[config.mk]
export PLATFORM = sky130hd
export DESIGN_NAME = rtc_tick_timer
export DESIGN_NICKNAME = d
export VERILOG_FILES = /design/src/rtl/rtc_pkg.sv /design/src/rtl/rtc_us_base.sv /design/src/rtl/rtc_rate_gen.sv /design/src/rtl/rtc_pend_ctr.sv /design/src/rtl/rtc_tick_timer.sv
export SDC_FILE = /design/constraint.sdc
export NUM_CORES = 1
export LEC_CHECK = 0
export BUFFER_PORTS_ARGS = -buffer_cell sky130_fd_sc_hd__buf_2
export CORE_MARGIN = 1
export CORE_UTILIZATION = 55
export DETAILED_ROUTE_END_ITERATION = 7
export PLACE_DENSITY_LB_ADDON = 0.25
export SKIP_LAST_GASP = 1
export SYNTH_ARGS = -nofsm -noshare
export SYNTH_HDL_FRONTEND = slang
export SYNTH_HIERARCHICAL = 1
export SYNTH_SLANG_ARGS = --single-unit
[constraint.sdc]
create_clock -name clk_i -period 4.5 [get_ports clk_i]
set_clock_uncertainty 0.2 [all_clocks]
set_input_delay 0.45 -clock clk_i [delete_from_list [all_inputs] [get_ports clk_i]]
set_output_delay 0.45 -clock clk_i [all_outputs]
set_load 0.01 [all_outputs]
[src/rtl/rtc_pkg.sv]
package rtc_pkg;

  localparam int unsigned OFF_TRIG = 'h000;
  localparam int unsigned OFF_SEC  = 'h010;
  localparam int unsigned OFF_USEC = 'h020;
  localparam int unsigned OFF_RATE = 'h100;
  localparam int unsigned OFF_ACK  = 'h110;

  typedef enum logic [2:0] {
    ACC_NONE,
    ACC_TRIG,
    ACC_SEC,
    ACC_USEC,
    ACC_RATE,
    ACC_ACK
  } acc_e;

endpackage

[src/rtl/rtc_us_base.sv]
module rtc_us_base #(
  parameter int unsigned CLKS_PER_US = 100,
  parameter int unsigned US_PER_S    = 1000000,
  parameter int unsigned SEC_W       = 32,
  localparam int unsigned PS_W       = $clog2(CLKS_PER_US + 1),
  localparam int unsigned US_W       = $clog2(US_PER_S)
) (
  input  logic             clk_i,
  input  logic             rst_ni,
  input  logic             sec_load_i,
  input  logic [SEC_W-1:0] sec_wdata_i,
  output logic             us_stb_o,
  output logic [US_W-1:0]  us_o,
  output logic [SEC_W-1:0] sec_o
);

  logic [PS_W-1:0]  ps_q, ps_d;
  logic [US_W-1:0]  us_q, us_d;
  logic [SEC_W-1:0] sec_q, sec_d;
  logic             wrap;

  always_comb begin
    us_stb_o = (ps_q == PS_W'(CLKS_PER_US - 1));
    wrap     = us_stb_o && (us_q == US_W'(US_PER_S - 1));
    ps_d     = us_stb_o ? '0 : ps_q + PS_W'(1);
    us_d     = us_q;
    sec_d    = sec_q;
    if (us_stb_o) begin
      us_d = wrap ? '0 : us_q + US_W'(1);
    end
    if (sec_load_i) begin
      sec_d = sec_wdata_i;
    end else if (wrap) begin
      sec_d = sec_q + SEC_W'(1);
    end
  end

  always_ff @(posedge clk_i or negedge rst_ni) begin
    if (!rst_ni) begin
      ps_q  <= '0;
      us_q  <= '0;
      sec_q <= '0;
    end else begin
      ps_q  <= ps_d;
      us_q  <= us_d;
      sec_q <= sec_d;
    end
  end

  assign us_o  = us_q;
  assign sec_o = sec_q;

endmodule

[src/rtl/rtc_rate_gen.sv]
module rtc_rate_gen #(
  parameter int unsigned US_PER_S = 1000000,
  localparam int unsigned FRQ_W   = $clog2(US_PER_S + 1),
  localparam int unsigned ACC_W   = FRQ_W + 1
) (
  input  logic             clk_i,
  input  logic             rst_ni,
  input  logic             us_stb_i,
  input  logic             restart_i,
  input  logic [FRQ_W-1:0] rate_i,
  output logic             tick_o
);

  logic [ACC_W-1:0] acc_q, acc_d, sum;
  logic             acc_en, over;

  always_comb begin
    sum    = acc_q + ACC_W'(rate_i);
    over   = (sum >= ACC_W'(US_PER_S));
    acc_en = restart_i || (us_stb_i && (rate_i != '0));
    acc_d  = acc_q;
    if (restart_i) begin
      acc_d = '0;
    end else if (over) begin
      acc_d = sum - ACC_W'(US_PER_S);
    end else begin
      acc_d = sum;
    end
    tick_o = us_stb_i && (rate_i != '0) && over && !restart_i;
  end

  always_ff @(posedge clk_i or negedge rst_ni) begin
    if (!rst_ni) begin
      acc_q <= '0;
    end else if (acc_en) begin
      acc_q <= acc_d;
    end
  end

endmodule

[src/rtl/rtc_pend_ctr.sv]
module rtc_pend_ctr #(
  parameter int unsigned PEND_W = 4
) (
  input  logic              clk_i,
  input  logic              rst_ni,
  input  logic              inc_i,
  input  logic              ack_i,
  output logic [PEND_W-1:0] pend_o
);

  localparam logic [PEND_W-1:0] PEND_MAX = '1;

  logic [PEND_W-1:0] pend_q, pend_d;
  logic              dec;

  always_comb begin
    dec    = ack_i && (pend_q != '0);
    pend_d = pend_q;
    unique case ({inc_i, dec})
      2'b10:   pend_d = (pend_q == PEND_MAX) ? pend_q : pend_q + PEND_W'(1);
      2'b01:   pend_d = pend_q - PEND_W'(1);
      default: pend_d = pend_q;
    endcase
  end

  always_ff @(posedge clk_i or negedge rst_ni) begin
    if (!rst_ni) begin
      pend_q <= '0;
    end else begin
      pend_q <= pend_d;
    end
  end

  assign pend_o = pend_q;

endmodule

[src/rtl/rtc_tick_timer.sv]
module rtc_tick_timer
  import rtc_pkg::*;
#(
  parameter int unsigned CLK_HZ   = 100000000,
  parameter int unsigned US_PER_S = 1000000,
  parameter int unsigned PEND_W   = 4,
  parameter int unsigned ADDR_W   = 12,
  parameter int unsigned DATA_W   = 32
) (
  input  logic              clk_i,
  input  logic              rst_ni,
  input  logic              req_i,
  input  logic              we_i,
  input  logic [ADDR_W-1:0] addr_i,
  input  logic [DATA_W-1:0] wdata_i,
  output logic [DATA_W-1:0] rdata_o,
  output logic              irq_o
);

  localparam int unsigned CLKS_PER_US = CLK_HZ / 1000000;
  localparam int unsigned US_W        = $clog2(US_PER_S);
  localparam int unsigned FRQ_W       = $clog2(US_PER_S + 1);
  localparam int unsigned SEC_W       = DATA_W;

  // reset: asynchronous assertion, two-flop synchronous release
  logic [1:0] rst_pipe;
  logic       rst_n;

  always_ff @(posedge clk_i or negedge rst_ni) begin
    if (!rst_ni) begin
      rst_pipe <= 2'b00;
    end else begin
      rst_pipe <= {rst_pipe[0], 1'b1};
    end
  end
  assign rst_n = rst_pipe[1];

  // access decode
  acc_e acc;
  logic trig, sec_load, rate_we, ack;

  always_comb begin
    acc = ACC_NONE;
    if (req_i) begin
      if (addr_i == ADDR_W'(OFF_TRIG))      acc = ACC_TRIG;
      else if (addr_i == ADDR_W'(OFF_SEC))  acc = ACC_SEC;
      else if (addr_i == ADDR_W'(OFF_USEC)) acc = ACC_USEC;
      else if (addr_i == ADDR_W'(OFF_RATE)) acc = ACC_RATE;
      else if (addr_i == ADDR_W'(OFF_ACK))  acc = ACC_ACK;
      else                                  acc = ACC_NONE;
    end
    trig     = (acc == ACC_TRIG);
    sec_load = (acc == ACC_SEC) && we_i;
    rate_we  = (acc == ACC_RATE) && we_i;
    ack      = (acc == ACC_ACK);
  end

  // time base
  logic             us_stb;
  logic [US_W-1:0]  us_live;
  logic [SEC_W-1:0] sec_live;

  rtc_us_base #(
    .CLKS_PER_US(CLKS_PER_US),
    .US_PER_S   (US_PER_S),
    .SEC_W      (SEC_W)
  ) i_base (
    .clk_i      (clk_i),
    .rst_ni     (rst_n),
    .sec_load_i (sec_load),
    .sec_wdata_i(wdata_i[SEC_W-1:0]),
    .us_stb_o   (us_stb),
    .us_o       (us_live),
    .sec_o      (sec_live)
  );

  // snapshot registers
  logic [US_W-1:0]  snap_us_q, snap_us_d;
  logic [SEC_W-1:0] snap_sec_q, snap_sec_d;

  always_comb begin
    snap_us_d  = trig ? us_live  : snap_us_q;
    snap_sec_d = trig ? sec_live : snap_sec_q;
  end

  always_ff @(posedge clk_i or negedge rst_n) begin
    if (!rst_n) begin
      snap_us_q  <= '0;
      snap_sec_q <= '0;
    end else if (trig) begin
      snap_us_q  <= snap_us_d;
      snap_sec_q <= snap_sec_d;
    end
  end

  // rate register with clamp
  logic [FRQ_W-1:0] rate_q, rate_d;

  always_comb begin
    if (wdata_i > DATA_W'(US_PER_S)) begin
      rate_d = FRQ_W'(US_PER_S);
    end else begin
      rate_d = wdata_i[FRQ_W-1:0];
    end
  end

  always_ff @(posedge clk_i or negedge rst_n) begin
    if (!rst_n) begin
      rate_q <= '0;
    end else if (rate_we) begin
      rate_q <= rate_d;
    end
  end

  // tick generation and pending count
  logic              tick;
  logic [PEND_W-1:0] pend;

  rtc_rate_gen #(
    .US_PER_S(US_PER_S)
  ) i_rate (
    .clk_i    (clk_i),
    .rst_ni   (rst_n),
    .us_stb_i (us_stb),
    .restart_i(rate_we),
    .rate_i   (rate_q),
    .tick_o   (tick)
  );

  rtc_pend_ctr #(
    .PEND_W(PEND_W)
  ) i_pend (
    .clk_i (clk_i),
    .rst_ni(rst_n),
    .inc_i (tick),
    .ack_i (ack),
    .pend_o(pend)
  );

  assign irq_o = (pend != '0);

  // read data
  always_comb begin
    unique case (acc)
      ACC_SEC:  rdata_o = DATA_W'(snap_sec_q);
      ACC_USEC: rdata_o = DATA_W'(snap_us_q);
      ACC_RATE: rdata_o = DATA_W'(rate_q);
      ACC_ACK:  rdata_o = DATA_W'(pend);
      default:  rdata_o = '0;
    endcase
  end

endmodule

==> metrics.sh <==
TRANSITION_TIME_OF_THE_TIGHTEST_SLEW_CHECK_PIN_NS=1.019
MIN_PERIOD_OVER_PERIOD=1.032
FIRST_GLOBAL_VIAS=8052
I_O_BUFFERS=80
DESIGN.PORTCOUNT=81
OUTCOME='complete, but fails checks'
CRITPATHMAXFANOUT=2
GLOBALPLACE.CONGESTION=0.9105
SETUP_WS_NS=-0.1431
HOLD_PATH.STARTPOINT='wdata_i[27]'
CORE.ROWCOUNT=49
GRT_OVERFLOW_TOTAL=0
SYNTH_SEQUENTIAL_AREA_RATIO=0.3889
FLOORPLAN.INITIALDENSITY=0.5640
RR_WORST_DEPTH=22
POST_DRT_VIA_CELL_RATIO=6.141
SLOWEST_CELL_ON_CRIT_PATH='sky130_fd_sc_hd__or4_1'
CTS_ROOT_BUF='sky130_fd_sc_hd__clkbuf_16'
YS_TOP_CELLS_BY_AREA='sky130_fd_sc_hd__dfrtp_1, sky130_fd_sc_hd__mux2_4, sky130_fd_sc_hd__mux2i_1, sky130_fd_sc_hd__xnor2_1, sky130_fd_sc_hd__nand2_1'
WORST_PATH_CELL_TRACE='ha_2, inv_2, fa_2, nand2b_4, a21oi_4, nand2b_4, xnor2_2, inv_1, ha_2, nand3_1, or4_1, nand4bb_4, a21oi_4, o21ai_4, nor2_2, nand2b_4, nor2_2, xor2_1, ha_2, or4_4, a221oi_2, xor2_1'
FRACTION_OF_LAYOUT_CELLS_WITH_A_SIZE_SUFFIX_ABOVE_1=0.2498
HOLD_PATH_DEPTH=2
YS_ASYNC_SR_FRACTION=1.000
CP.ARRIVAL_NS=4.80
DIE-WIDTH_UM=138.0
SETUP-VIOLATIONS-FINAL=1
FAILING_CHECKS='negative setup slack'
FINAL_COMMON_CELL='sky130_fd_sc_hd__dfrtp_1'
CLOCK_TREE.HTREE_LEVEL_COUNT=4
TIMING.FINAL.HOLD_VIOLATIONS=0
TOTAL_CLOCK_BUFFERS_CREATED_BY_CTS=17
CTS.REPORTEDPATHS.CLKPINSLEW_NS=0.06
CTS_TREE='yes'
TIMING.MAX_SLEW.REL_SLACK=0.3205
PIN_COUNT_OF_THE_BIGGEST_NET_ENTERING_GLOBAL_ROUTING=73
CLOCK_LATENCY_REPORTED_FOR_THE_LATE_SIDE_OF_THE_WORST_SKEW_PAIR_NS=0.43
WORSTHOLDPATHTYPE='primary input to flop'
R2R_SLACK_NS=-0.14
SYNTHESIZED_NETLIST_NET_COUNT=1097
DETAILEDROUTE.FIRSTPASSITERATIONCOUNT=5
CRITICAL-PATH-MAX-STAGE-DELAY_NS=0.53
LAYOUT-AREA-OVERHEAD-VS-SYNTH_PCT=15.19
YS_FF_LATCH=158
DESIGN.DIE.AREA_MM2=0.01903
TOTAL_LEAKAGE_POWER_uW=0.005455
SYNTH_EDF_COUNT=0
SYNTH.CELL_AREA_MM2=0.01017
MIN_DELAY_WORST_ENDPOINT='i_base/sec_o[27]$_DFFE_PN0P_'
WORST-ENDPOINT-REQUIRED_NS=4.66
TIMING.MAX_CAP.VIOLATIONS=0
MAX-VDD-IR-DROP_uV=249.5
DRCVIOLATIONCOUNT=0
DIE_H_UM=138.0
GRT_FIRST_PASS_WIRELENGTH_UM=42000
DRT.ANTENNA.VIOLATING_NETS=0
CRIT_TYPE='flop to flop'
CTS_MAX_PATH_BUFFERS=2
WL_UM=26190
NUMBER_OF_ANTENNA_VIOLATIONS_AT_THE_FIRST_CHECK_IN_GLOBAL_ROUTING=1
DRT_ITER0_MARKERS=494
COMBINED_GLOBAL_ROUTE_UTILIZATION_OF_ALL_METAL_LAYERS=0.2895
PLACED_CELLS_INCL_TAPS=1333
NETLIST_INSTANCES=1022
MAX_FREQ_GHz=0.2154
CRITICAL_PATH_LAUNCH_POINT_TYPE='flop'
PLACE_HPWL_UM=19070
RR_ENDPOINT='i_pend/pend_o[2]$_DFFE_PN0P_'
SYNTH_TOP_AREA_SHARE=0.3889
YS_TYPES=101
YS_WARN_COUNT=6
R2R_START='i_rate/acc_q[0]$_DFFE_PN0P_'
UNREPAIRED_SETUP_ENDPOINTS_AFTER_GLOBAL_ROUTING='true'
POST-ROUTE-MIN-PERIOD_NS=4.643
NUM_VIAS=8444
LAYOUT.NETS=1208
DETAIL_ROUTE.WL_PER_CELL_UM=19.04
YOSYSTOPAREACELL='sky130_fd_sc_hd__dfrtp_1'
WORST_SLACK_ON_HOLD_PATHS_NS=0.06243
POWER_PER_CELL_AREA_mW_PER_MM2=270.1
CRITICAL_PATH.ENDPOINT_TYPE='flop'
YOSYS_MOST_USED_DFF='sky130_fd_sc_hd__dfrtp_1'
SYNTHESIS.AREA_PER_INSTANCE_UM2=9.947
DESIGN.CORE.AREA_MM2=0.01802
LAYOUT_COMMON_CELLS='sky130_fd_sc_hd__dfrtp_1, sky130_fd_sc_hd__nand2_1, sky130_fd_sc_hd__buf_2'
FILLCELLCOUNT=1479
TIMING_MAX_TRANSITION_VIOLATIONS_FINAL=0
TRITONCTS_NUM_SINKS=158
INSTANCES_NO_FILL=1375
area by class of cell:
cell class | instances | area, um2 | share of cell area
antenna | 1 | 2.502 | 0.0002137
clock inverter | 10 | 211.5 | 0.01806
sequential | 158 | 3958 | 0.3380
timing repair buffer | 137 | 830.8 | 0.07095
multi-input combinational | 792 | 5869 | 0.5012
inverter | 27 | 101.3 | 0.008655
tap | 229 | 286.5 | 0.02447
clock buffer | 21 | 450.4 | 0.03847
how the worst max path moves through the flow:
stage,startpoint,to,cells after the start
6_report,i_rate/acc_q[0]$_DFFE_PN0P_,i_pend/pend_o[2]$_DFFE_PN0P_,22
2_1_floorplan,rate_q[0]$_DFFE_PN0P_,i_pend/pend_o[2]$_DFFE_PN0P_,22
3_3_place_gp,rate_q[0]$_DFFE_PN0P_,i_pend/pend_o[2]$_DFFE_PN0P_,22
3_5_place_dp,i_rate/acc_q[0]$_DFFE_PN0P_,i_pend/pend_o[2]$_DFFE_PN0P_,22
5_1_grt,i_rate/acc_q[0]$_DFFE_PN0P_,i_pend/pend_o[2]$_DFFE_PN0P_,22
4_1_cts,i_rate/acc_q[0]$_DFFE_PN0P_,i_pend/pend_o[2]$_DFFE_PN0P_,22
Yosys cell counts (all sizes together) (3+ instances only):
master	n
dfrtp	158
nand2	90
nor2	68
o21ai	66
mux2	56
nand3	45
a21oi	44
mux2i	40
xnor2	40
nor4	34
clkbuf	27
ha	26
inv	26
nand4	22
nor3	19
and2	18
buf	18
a211oi	15
and3	15
nand2b	15
o211ai	14
a22o	13
or4	13
xor2	12
and4	10
or3	9
o31a	7
a21o	6
nor2b	6
o31ai	6
a211o	5
a311oi	5
a31oi	5
nor3b	5
nor4b	5
o22ai	5
or2	5
a22oi	4
o21a	4
a2bb2oi	3
nand4b	3
nand4bb	3
repair_timing:
item / in CTS / in global routing
hold buffers: 1 / 0
setup endpoints to repair: 1 / 3
pin swaps: 12 / 3
gates resized for setup: 12 / 3
buffers inserted: 7 / 2
endpoints found under the hold margin: 2 / 0
cloned: 0 / 0
state kept, by name, summed over array words and instances (netlist names):
name and flops:
i_base/sec_o 32, snap_sec_q 32, i_rate/acc_q 21, i_base/us_o 20
rate_q 20, snap_us_q 20, i_base/ps_q 7, i_pend/pend_o 4
rst_pipe 2
per-stage QoR:
stage	TNS, ns	setup slack, ns	cell area, um2	utilization	power (uW)
floorplan	-0.4250	-0.4250	10190	-	1503
global placement	-0.1240	-0.1240	10910	0.6050	1557
detailed placement	-0.3156	-0.3156	10910	0.6050	1557
CTS	-0.08960	-0.08960	11680	0.6482	3182
global route	-0.2843	-0.2843	11710	0.6497	3261
finish	-0.1431	-0.1431	11710	0.6497	3163
power by group:
group | total (uW) | internal [uW] | switching, uW
registers | 1440 | 1420 | 14.4
logic | 93.7 | 35.8 | 57.8
clock network | 1630 | 1050 | 578
total | 3160 | 2510 | 650
metal layers:
layer | up-vias | GRT usage | wire, um
met3 | 52 | 0.04167 | 1016
li1 | 4033 | - | -
met4 | 0 | 0.1159 | 749
met2 | 208 | 0.4714 | 12750
met5 | - | 0 | 0
met1 | 4151 | 0.3882 | 11670
cells by family (layout without fill, tap and decap cells):
group / after synthesis / after routing / synth area share
adders and majority gates: 27 / 27 / 0.03397
AOI/OAI and AO/OA: 219 / 219 / 0.1525
DFF: 158 / 158 / 0.3889
buffers and inverters: 72 / 195 / 0.04283
muxes: 96 / 96 / 0.1199
other: 1 / 2 / 0.0003689
and+or+nand+nor: 397 / 397 / 0.2167
xor gates and xnor gates: 52 / 52 / 0.04480
critical path: cells and delay by family, from the launching register on:
kind                     cells  cell delay (ns)
XOR/XNOR                     3             0.42
AND/OR/NAND/NOR              9             1.86
AO/OA/AOI/OAI                4             0.71
adder cells (fa/ha/maj)      4             0.91
buffers and inverters        2             0.12
flip-flops                   1             0.35
Power figures use the tool's default switching activity.
